<file path="config.mk">
export PLATFORM = sky130hd
export DESIGN_NAME = timer_unit_decoder
export DESIGN_NICKNAME = d
export VERILOG_FILES = /design/src/rtl/timer_unit_decoder.sv
export SDC_FILE = /design/constraint.sdc
export NUM_CORES = 1
export LEC_CHECK = 0
export BUFFER_PORTS_ARGS = -buffer_cell sky130_fd_sc_hd__buf_2
export CAP_MARGIN = 10
export CORE_ASPECT_RATIO = 1.5
export CORE_MARGIN = 1.5
export CORE_UTILIZATION = 38
export DETAILED_ROUTE_END_ITERATION = 16
export GPL_ROUTABILITY_DRIVEN = 0
export PLACE_DENSITY = 0.79
export SETUP_SLACK_MARGIN = 0.3
export SLEW_MARGIN = 25
export SYNTH_ARGS = -nofsm -noshare
export SYNTH_HDL_FRONTEND = slang
export SYNTH_SLANG_ARGS = --single-unit
</file>
<file path="constraint.sdc">
create_clock -name clk -period 2.1 [get_ports clk]
set_clock_uncertainty 0.1 [all_clocks]
set_input_delay 0.105 -clock clk [delete_from_list [all_inputs] [get_ports clk]]
set_output_delay 0.105 -clock clk [all_outputs]
set_load 0.01 [all_outputs]
</file>
<file path="src/rtl/timer_unit_decoder.sv">
module timer_unit_decoder #(
  parameter bit THREE_CH   = 1'b1,
  parameter bit HAS_OUTCTL = 1'b1,
  parameter int DW         = 32,
  parameter int AW         = 6
) (
  input  logic          clk,
  input  logic          rst_n,
  input  logic          bus_wr,
  input  logic          bus_rd,
  input  logic [AW-1:0] bus_addr,
  input  logic [DW-1:0] bus_wdata,
  output logic [DW-1:0] bus_rdata,
  output logic          bus_err,
  output logic [2:0]    chan_wr,
  output logic [2:0]    chan_rd,
  output logic [AW-1:0] chan_off,
  output logic [DW-1:0] chan_wdata,
  input  logic [DW-1:0] chan_rdata0,
  input  logic [DW-1:0] chan_rdata1,
  input  logic [DW-1:0] chan_rdata2,
  output logic [2:0]    chan_run,
  output logic [2:0]    chan_capt,
  input  logic [2:0]    chan_irq,
  output logic [2:0]    irq_out,
  output logic          out_ctl
);
  localparam logic [AW-1:0] CTL_OFF   = AW'(8'h00);
  localparam logic [AW-1:0] START_OFF = AW'(8'h04);
  localparam logic [AW-1:0] C0_BASE   = AW'(8'h08);
  localparam logic [AW-1:0] C1_BASE   = AW'(8'h14);
  localparam logic [AW-1:0] C2_BASE   = AW'(8'h20);
  localparam logic [AW-1:0] WIN_END   = AW'(8'h30);

  logic          hit_ctl, hit_start, hit_c0, hit_c1, hit_c2, miss, bad_start;
  logic [DW-1:0] start_q;
  logic          ctl_q;

  assign hit_ctl   = HAS_OUTCTL && (bus_addr == CTL_OFF);
  assign hit_start = (bus_addr == START_OFF);
  assign hit_c0    = (bus_addr >= C0_BASE) && (bus_addr < C1_BASE);
  assign hit_c1    = (bus_addr >= C1_BASE) && (bus_addr < C2_BASE);
  assign hit_c2    = THREE_CH && (bus_addr >= C2_BASE) && (bus_addr < WIN_END);
  assign miss      = !(hit_ctl || hit_start || hit_c0 || hit_c1 || hit_c2);
  assign bad_start = !THREE_CH && hit_start && bus_wr && bus_wdata[2];

  assign bus_err    = ((bus_wr || bus_rd) && miss) || bad_start;
  assign chan_wr    = {hit_c2, hit_c1, hit_c0} & {3{bus_wr}};
  assign chan_rd    = {hit_c2, hit_c1, hit_c0} & {3{bus_rd}};
  assign chan_wdata = bus_wdata;

  always_comb begin
    chan_off = '0;
    if (hit_c0) chan_off = bus_addr - C0_BASE;
    else if (hit_c1) chan_off = bus_addr - C1_BASE;
    else if (hit_c2) chan_off = bus_addr - C2_BASE;
  end

  always_comb begin
    bus_rdata = '0;
    if (bus_rd) begin
      if (hit_ctl) bus_rdata = DW'(ctl_q);
      else if (hit_start) bus_rdata = start_q;
      else if (hit_c0) bus_rdata = chan_rdata0;
      else if (hit_c1) bus_rdata = chan_rdata1;
      else if (hit_c2) bus_rdata = chan_rdata2;
    end
  end

  always_ff @(posedge clk or negedge rst_n) begin
    if (!rst_n) begin
      start_q <= '0;
      ctl_q   <= 1'b0;
    end else if (bus_wr) begin
      if (hit_start) start_q <= bus_wdata;
      if (hit_ctl) ctl_q <= bus_wdata[0];
    end
  end

  assign chan_run  = {start_q[2] & THREE_CH, start_q[1:0]};
  assign chan_capt = {THREE_CH, 2'b00};
  assign irq_out   = {chan_irq[2] & THREE_CH, chan_irq[1:0]};
  assign out_ctl   = ctl_q;
endmodule


</file>
==> flow_metrics.py <==
metrics = {
    "timing": {
        "fmax_ghz": 0.501,
        "maxSlewViolCount": 0,
        "finalCritPeriodShare": 0.950,
        "rsz0062_at_grt": "true",
        "setup_violations": 0,
        "hold_viol": 0,
        "relSlewSlack": 0.492,
        "worst_slew_pin_slew_ns": 0.763,
        "tns_ns": 0,
        "period_needed_ns": 1.99,
    },
    "worst_setup_path": {
        "cpPeakStageDelay_ns": 0.38,
        "reg2reg_to": "start_q[3]$_DFFE_PN0P_",
        "crit_slowest_cell": "or3b_4",
        "crit_path_max_fanout": 4,
        "cp_data_arrival_time_ns": 1.79,
        "worstSetupPathType": "primary input to primary output",
        "critPathMostFrequentCell": "buf_12",
        "rrSetupSlack_ns": 1.20,
        "cp_top_family": "buffers and inverters",
        "required_ns": 1.89,
        "r2r-start": "start_q[3]$_DFFE_PN0P_",
        "end_kind": "primary output",
        "path_buf_inv": 6,
        "reg2reg_depth": 1,
        "path_cells": "buf_12, clkinv_8, ha_4, or3b_4, a21oi_4, buf_12, buf_12, clkbuf_16, nand2_4, a311oi_2, buf_2",
        "setup.worst_path.start_class": "primary input",
    },
    "final_layout": {
        "antenna_cells": 0,
        "areaGrowthSynthToFinish_pct": 75.2,
        "final_cell_mix": "buf_2 (213), a21oi_1 (66), dfrtp_1 (33)",
        "final_common_cell": "buf_2",
        "num-fill-cells": 599,
        "ff_latch_area_sq_um": 826,
        "drive_gt1_frac": 0.645,
        "nets": 731,
        "multi_input_comb_area_sq_um": 2290,
    },
    "drt": {
        "drt_iter0_drc": 249,
        "vias": 3936,
        "vias_per_cell": 5.72,
        "drc": 0,
        "drt_wl_total_mm": 13.5,
        "final_antenna_net_count": 0,
        "wl_per_cell_um": 19.7,
        "dr.pass1.iters": 5,
    },
    "synthesis": {
        "syn_inst": 357,
        "synth.avg_cell_area_sq_um": 8.79,
        "synth_cell_type_count": 38,
        "yosysTopAreaCellShare": 0.263,
        "synth_area_leader_cell": "dfrtp_1",
        "syn-cell-area_sq_um": 3140,
        "synth_area_leaders": "dfrtp_1 (26%), a21oi_1 (11%), buf_4 (10%), mux2_4 (10%), a311oi_1 (8.7%)",
        "yosys_warnings": 0,
        "ys_seq_area_frac": 0.263,
        "yosys_register_bits": 33,
    },
    "clock_network": {
        "cts_buffer_depth": 2,
        "cts_made_buffers": 5,
        "cts_tree": "done",
        "clk_pin_slew_ns": 0.05,
        "cts.htree.levels": 2,
        "clockRootBuffer": "clkbuf_16",
        "clock_sinks": 33,
        "insertion_delay_ns": 0.27,
    },
    "floorplanning": {
        "num_rows": 40,
        "ios": 228,
        "initial_core_util": 0.392,
        "die_w_um": 77.2,
        "die_area_sq_um": 8820,
        "die_h_um": 114,
        "core_sq_um": 8010,
    },
    "status": {
        "status": "complete, no violations",
    },
    "global_routing": {
        "grt_pass1_vias": 3900,
        "grt_overflow": 0,
        "grt_pass1_wl_mm": 19.2,
        "grt_use_total": 0.280,
        "antenna_found_initial": 1,
        "grt_max_degree": 34,
    },
    "pwr": {
        "clkPwrFrac": 0.283,
        "p_switching_uw": 771,
        "pwr-share-seq": 0.314,
        "powerDensity_nw_per_um2": 454,
        "max-vdd-ir-drop_mv": 0.317,
        "finalPower_mw": 2.50,
        "p_leak_nw": 2.76,
        "p_int_mw": 1.73,
        "swShare": 0.309,
        "power_frac_comb": 0.403,
    },
    "min_path": {
        "holdPathStages": 2,
        "min_path_type": "primary input to flip-flop",
        "whs_endpoint": "start_q[21]$_DFFE_PN0P_",
        "min_from": "bus_wdata[21]",
    },
    "run": {
        "max-cap-violations": 0,
    },
    "place": {
        "portBuffers": 218,
        "hpwl_mm": 8.42,
    },
}
-- cells in the mapped netlist --
master / count
o211ai_1: 1
mux2_2: 3
nor4_4: 1
nor2_1: 5
nand3_1: 1
nor4_1: 1
buf_4: 42
o2bb2ai_1: 31
a21oi_1: 66
a221oi_1: 2
o21ai_0: 2
nor3_1: 2
mux2_1: 9
dfrtp_1: 33
a31oi_1: 1
nand2_2: 1
inv_1: 6
or3b_2: 1
and2_1: 6
clkbuf_1: 19
nand2_1: 34
mux2_4: 21
o311a_1: 1
nand2b_1: 2
xor2_1: 1
ha_1: 7
o32ai_1: 1
and3_1: 2
a21oi_2: 1
o22ai_1: 1
nor4b_1: 1
o311ai_1: 1
conb_1: 2
buf_6: 3
buf_2: 13
o311ai_0: 1
a311oi_1: 31
a211o_1: 1
-- power by group through the flow --
stage	sequential (mW)	combinational [mW]	clock, mW
floorplan	0.767	0.509	0
global placement	0.782	0.757	0
detailed placement	0.783	0.775	0
CTS	0.777	0.946	0.723
global route	0.790	1.06	0.751
finish	0.784	1.01	0.705
-- cells by family (layout without fill, tap and decap cells) --
logic type	Yosys count	after routing	share of synthesized area
compound gates	141	141	0.311
mux	33	33	0.144
fa+ha+maj	7	7	0.0279
other cells	2	3	0.00239
simple gates	57	57	0.0877
xor+xnor	1	1	0.00279
buf+inv	83	308	0.162
flops	33	33	0.263
-- registers in the layout, indices dropped and copies added, names as in the netlist --
signal	cells
start_q	32
out_ctl	1
-- what timing repair did --
item,in CTS,in global routing
setup endpoints to repair,34,36
endpoints found under the hold margin,60,0
pin swaps,29,25
hold buffers,28,0
setup buffers,13,6
cloned,7,1
gates resized for setup,65,22
-- per-stage QoR --
stage	std cells	instance area, sq um	setup slack, ns	util	hold slack (ns)
after CTS	681	5320	0.109	0.665	0.000152
after floorplan	358	3470	0.237	-	-0.291
final	688	5500	0.105	0.687	0.00477
after global routing	688	5500	0.0537	0.687	0.0114
after global placement	626	4350	0.0981	0.544	0.0981
after detailed placement	626	4350	0.0234	0.544	0.110
-- how the worst max path moves through the flow --
stage                start             to  slack (ns)  cells past startpoint
4_1_cts        bus_addr[3]  bus_rdata[13]        0.11                     11
2_1_floorplan  bus_addr[3]  bus_rdata[10]        0.24                      9
6_report       bus_addr[3]  bus_rdata[13]        0.11                     11
3_3_place_gp   bus_addr[2]  bus_rdata[13]         0.1                      9
5_1_grt        bus_addr[3]   bus_rdata[0]        0.05                     12
3_5_place_dp   bus_addr[2]  bus_rdata[13]        0.02                      9
-- cell type report --
cell class,count,area share
sequential,33,0.150
multi-input combinational,242,0.417
inverter,6,0.00637
tap,105,0.0239
clock buffer,7,0.0259
timing repair buffer,295,0.377
-- metal layers --
layer / global-route usage / vias to the layer above / share of wire
met1: 0.289 / 1880 / 0.35
met2: 0.526 / 255 / 0.54
met5: 0 / - / 0.00096
li1: - / 1742 / -
met4: 0.170 / 2 / 0.041
met3: 0.0398 / 57 / 0.061
Power figures use the tool's default switching activity.
